File: src/rtl/mp_irq_ctrl.sv
module mp_irq_ctrl #(
  parameter int NCPU     = 2,
  parameter int EXT_LINE = 12,
  parameter bit BCAST    = 1'b1
) (
  input  logic              clk,
  input  logic              rst_n,
  input  logic [31:0]       irq_in,
  input  logic              bus_sel,
  input  logic              bus_we,
  input  logic [7:0]        bus_addr,
  input  logic [31:0]       bus_wdata,
  output logic [31:0]       bus_rdata,
  output logic [NCPU*4-1:0] cpu_level,
  input  logic [NCPU-1:0]   cpu_ack
);

  localparam logic [31:0] LMASK = (EXT_LINE != 0) ? 32'hFFFF_FFFE : 32'h0000_FFFE;
  localparam logic [3:0]  XL    = 4'(EXT_LINE);

  function automatic logic [3:0] top_idx(input logic [15:0] v);
    top_idx = 4'd0;
    for (int k = 0; k < 16; k++)
      if (v[k]) top_idx = 4'(k);
  endfunction

  logic [31:0] irq_q, pend_q, frc_q, eff, rise, clr_all;
  logic [31:0] mask_q  [NCPU];
  logic [4:0]  id_q    [NCPU];
  logic [31:0] ack_clr [NCPU];
  logic [3:0]  lvl     [NCPU];
  logic [3:0]  ext_idx [NCPU];
  logic [NCPU-1:0] ext_hit;

  wire wr     = bus_sel && bus_we;
  wire frc_we = wr && bus_addr == 8'h04;
  wire clr_we = wr && bus_addr == 8'h08;

  assign rise = irq_in & ~irq_q & LMASK;
  assign eff  = pend_q | frc_q;

  for (genvar i = 0; i < NCPU; i++) begin : g_cpu
    logic [31:0] en;
    logic [15:0] prim;
    assign en         = eff & mask_q[i];
    assign ext_hit[i] = (EXT_LINE != 0) && (|en[31:16]);
    assign ext_idx[i] = top_idx(en[31:16]);
    assign prim       = en[15:0] | (16'(ext_hit[i]) << EXT_LINE);
    assign lvl[i]     = top_idx(prim);
    assign cpu_level[i*4 +: 4] = lvl[i];

    always_comb begin
      ack_clr[i] = '0;
      if (cpu_ack[i] && lvl[i] != 4'd0) begin
        if (EXT_LINE != 0 && lvl[i] == XL && ext_hit[i])
          ack_clr[i] = 32'd1 << (5'd16 + 5'(ext_idx[i]));
        else
          ack_clr[i] = 32'd1 << lvl[i];
      end
    end

    always_ff @(posedge clk or negedge rst_n)
      if (!rst_n) id_q[i] <= '0;
      else if (EXT_LINE != 0 && cpu_ack[i] && lvl[i] == XL)
        id_q[i] <= ext_hit[i] ? {1'b1, ext_idx[i]} : 5'(EXT_LINE);


    level_eligible_chk: assert property (@(posedge clk) disable iff (!rst_n)
      (lvl[i] != 4'd0 && lvl[i] != XL) |-> (mask_q[i][lvl[i]] && eff[lvl[i]]));


    ack_clears_chk: assert property (@(posedge clk) disable iff (!rst_n)
      (cpu_ack[i] && lvl[i] != 4'd0 && lvl[i] != XL && !wr && !rise[lvl[i]])
      |=> ((eff & (32'd1 << $past(lvl[i]))) == 32'd0));


    ext_id_valid_chk: assert property (@(posedge clk) disable iff (!rst_n)
      (EXT_LINE != 0 && cpu_ack[i] && lvl[i] == XL && ext_hit[i]) |=> id_q[i][4]);
  end

  always_comb begin
    clr_all = clr_we ? bus_wdata : 32'd0;
    for (int c = 0; c < NCPU; c++) clr_all = clr_all | ack_clr[c];
  end

  always_ff @(posedge clk or negedge rst_n)
    if (!rst_n) begin
      irq_q  <= '0;
      pend_q <= '0;
      frc_q  <= '0;
      for (int c = 0; c < NCPU; c++) mask_q[c] <= '0;
    end else begin
      irq_q  <= irq_in;
      pend_q <= ((pend_q & ~clr_all) | rise) & LMASK;
      frc_q  <= ((frc_q & ~clr_all) | (frc_we ? bus_wdata : 32'd0)) & LMASK;
      for (int c = 0; c < NCPU; c++)
        if (wr && bus_addr == 8'(8'h40 + 4*c)) mask_q[c] <= bus_wdata & LMASK;
    end

  always_comb begin
    bus_rdata = '0;
    case (bus_addr)
      8'h00: bus_rdata = pend_q;
      8'h04: bus_rdata = frc_q;
      8'h0C: bus_rdata = {4'(NCPU - 1), BCAST, 27'd0};
      default: ;
    endcase
    for (int c = 0; c < NCPU; c++) begin
      if (bus_addr == 8'(8'h40 + 4*c)) bus_rdata = mask_q[c];
      if (bus_addr == 8'(8'h80 + 4*c)) bus_rdata = {27'd0, id_q[c]};
    end
  end


  clear_w1c_chk: assert property (@(posedge clk) disable iff (!rst_n)
    clr_we |=> ((eff & $past(bus_wdata & ~rise)) == 32'd0));


  edge_sets_chk: assert property (@(posedge clk) disable iff (!rst_n)
    (rise != 32'd0) |=> ((pend_q & $past(rise)) == $past(rise)));

endmodule

File: config.mk
export PLATFORM = sky130hd
export DESIGN_NAME = mp_irq_ctrl
export DESIGN_NICKNAME = d
export VERILOG_FILES = /design/src/rtl/mp_irq_ctrl.sv
export SDC_FILE = /design/constraint.sdc
export NUM_CORES = 1
export LEC_CHECK = 0
export BUFFER_PORTS_ARGS = -buffer_cell sky130_fd_sc_hd__buf_2
export CAP_MARGIN = 20
export CORE_MARGIN = 3
export CORE_UTILIZATION = 64
export CTS_BUF_LIST = sky130_fd_sc_hd__clkbuf_8
export DETAILED_ROUTE_END_ITERATION = 10
export PLACE_DENSITY = 0.88
export SKIP_CTS_REPAIR_TIMING = 1
export SLEW_MARGIN = 20
export SYNTH_ARGS = -nofsm -noshare
export SYNTH_HDL_FRONTEND = slang
export SYNTH_SLANG_ARGS = --single-unit
export TNS_END_PERCENT = 100
File: constraint.sdc
create_clock -name clk -period 5.4 [get_ports clk]
set_clock_uncertainty 0.1 [all_clocks]
set_input_delay 0.54 -clock clk [delete_from_list [all_inputs] [get_ports clk]]
set_output_delay 0.54 -clock clk [all_outputs]
set_load 0.01 [all_outputs]
==> metrics.md <==
| Metric | Value |
|---|---|
| Die H | `121 um` |
| Mean Syn Cell Area | `10.0 um2` |
| CTS sink cnt | `165` |
| Rel. slew slack | `0.374` |
| Pwr dens | `314 mW/mm2` |
| CTS H-tree depth | `4` |
| Total congestion overflow | `0` |
| Post-Route WL | `25600 um` |
| Count of pins over their slew limit | `0` |
| Synth Warn # | `0` |
| I/O pin count | `118` |
| Synthesized flop and latch total | `165` |
| Final setup fails | `0` |
| CTS clk-pin slew, worst paths | `100 ps` |
| Post-DR wirelength/cell | `22.3 um` |
| Post-Synth Adder-Cell Area | `0` |
| Vias in the first global route | `7497` |
| Post-Layout Inst Area | `0.00975 mm2` |
| Synthesized instance count | `849` |
| Post-synthesis sequential area ratio | `0.486` |
| CP startpoint | `frc_q[27]` |
| Worst-margin pin slew | `937 ps` |
| Placed Area | `0.00927 mm2` |
| Clock tree buffer depth | `2` |
| RSZ-0062 raised after global routing | `false` |
| Largest net degree at the start of global routing | `65` |
| Leading cell type by number of instances after synthesis | `dfrtp_1` |
| Crit. End Element | `output port` |
| Fmax | `0.238 GHz` |
| First-pass GRT wire length | `39900 um` |
| Largest family of logic cells by synthesized area | `compound AO/OA/AOI/OAI gates` |
| Max-cap violations | `0` |
| Leading area contributor after synthesis | `dfrtp_1` |
| Synth cell count leaders | `165 x dfrtp_1, 107 x nand2_1, 76 x o21ai_0, 64 x mux2_2, 52 x a22oi_1` |
| Iter 0 DRT Violations | `1325` |
| Status | `completed` |
| Hpwl dp | `17400 um` |
| CTS root buf | `clkbuf_8` |
| Post-synthesis simple-gate area fraction | `0.136` |
| Insertion delay to the later sink of the worst-skew pair | `480 ps` |
| CTS tree | `yes` |
| Synth Area in XOR/XNOR | `0` |
| Share of layout cells above drive strength 1 | `0.247` |
| Worst Path Max Fanout | `7` |
| Peak VDD IR | `0.000266 V` |
| Yosys top cell area share | `0.486` |
| Worst EP required | `4760 ps` |
| Crit Path Category | `flop to output port` |
| Initial Utilization | `0.663` |
| # nets final | `1040` |
| Post-DRT Antenna Nets | `0` |
| Diodes inserted | `0` |
| Number of synthesized flops with an enable pin | `0` |
| Primary FF master, synth | `dfrtp_1` |
| Initial antenna violation count | `1` |
| Compound-gate portion of the synthesized area | `0.259` |
| Path category of the worst min-delay check | `primary input to flop` |
| Vias/cell | `7.00` |
| Core ar. | `0.0128 mm2` |
| DR DRC count | `0` |
| Synth unique cells | `62` |
| Pleak | `4.68 nW` |
| Final cycle utilization of the critical path | `0.777` |
| Reg2reg start | `frc_q[27]` |
| Synthesized area | `0.00850 mm2` |
| Final TNS setup | `0 ps` |
| Critical Path AT | `3550 ps` |
| Final worst path period need | `4190 ps` |
| Via count | `8030` |
| I/O Buffers | `115` |
| Cts bufs inserted | `17` |
| Asr flop ratio synth | `1.00` |
| CP startpoint kind | `flop` |
| Hold_ws | `77.8 ps` |
| RePlAce Congestion | `0.949` |
| Row count | `41` |
| Syn Nets | `927` |
| HP Start | `irq_in[9]` |
| Total GRT Usage | `0.352` |
| Die X | `121 um` |
| Drt pass-1 iters | `7` |
| Post-synthesis mux area share | `0.0860` |
| Overall die area | `0.0147 mm2` |
| P&R area growth vs syn | `14.8%` |
| Ranking of synthesized cells by area | `dfrtp_1 49%, mux2_2 8.5%, nand2_1 4.7%` |
| Final Hold Fails | `0` |
[placed cells by master, fill, tap and decap left out, types with 3 or more instances in the layout]
cell	instances
dfrtp_1	165
buf_2	114
nand2_1	107
o21ai_0	76
mux2_2	64
a22oi_1	52
inv_1	41
a22o_1	32
nor2_1	31
o21a_1	25
nor3_1	20
clkbuf_8	20
o22ai_1	18
nand4_1	15
nand3_1	12
a21oi_1	12
a32o_1	12
a221oi_1	10
and2_1	9
o211ai_1	9
buf_4	9
a31oi_1	8
a211oi_1	8
nand2b_1	7
and4_1	5
and3_1	5
bufinv_16	5
or4_1	4
nor4_1	4
o2111ai_1	4
a222oi_1	4
o31ai_1	4
o21ai_1	3
or2_2	3
nor2b_1	3
o311ai_0	3
a21o_1	3
o32ai_1	3
a221oi_2	3
clkinvlp_4	3
[sequential cells by signal, indices dropped and copies added (netlist names)]
name / count
irq_q: 31
frc_q: 31
pend_q: 31
mask_q: 62
id_q: 10
[cells by family (layout without fill, tap and decap cells)]
logic type / count (synthesis) / count (layout)
buf+inv: 72 / 198
mux: 65 / 65
simple gates: 242 / 242
flops: 165 / 165
compound gates: 305 / 305
[cell type report]
cell class / count / area (um2)
Timing Repair Buffer: 125 / 659
Inverter: 41 / 154
Sequential cell: 165 / 4130
Clock buffer: 20 / 275
Clock inverter: 12 / 200
Fill cell: 896 / 3070
Multi-Input combinational cell: 612 / 4120
Tap cell: 172 / 215
[critical path, cell delays in order, from the launching register on]
cell	delay, ps
dfrtp_1	430
o21ai_0	620
nand4_1	340
nor4_1	720
o2111ai_1	310
and2_1	360
inv_1	160
buf_2	150
[metrics by stage]
stage	setup WS [ps]	power, mW	util	std cells
after floorplan	2210	1.77	-	849
after global placement	1620	1.98	0.723	1114
after detailed placement	1590	1.99	0.723	1114
after CTS	1320	3.04	0.760	1146
after global routing	925	3.16	0.761	1147
final	1210	3.06	0.761	1147
[worst paths after layout]
| kind | to | slack, ps | cells past startpoint |
|---|---|---|---|
| max in group asynchronous | pend_q[19] | 3590 | 3 |
| setup / recovery | cpu_level[1] | 1210 | 7 |
| min in group asynchronous | pend_q[6] | 460 | 2 |
| hold / removal | irq_q[9] | 80 | 1 |
| hold reg to reg | pend_q[26] | 330 | 1 |
| setup reg to reg | frc_q[22] | 1450 | 7 |
[per-layer routing]
metal  routed length [um]  vias to the layer above  global-route usage
li1                     -                     3471                   -
met3                 3080                       82              0.0825
met1                10100                     3866               0.496
met5                    7                        -                   0
met4                  811                        2               0.137
met2                11600                      609               0.534
[power by group]
part	total [mW]	switching, mW	internal, mW
Combinational	0.567	0.367	0.200
Sequential	1.43	0.0946	1.34
Clock	1.06	0.472	0.587
Power figures use the tool's default switching activity.
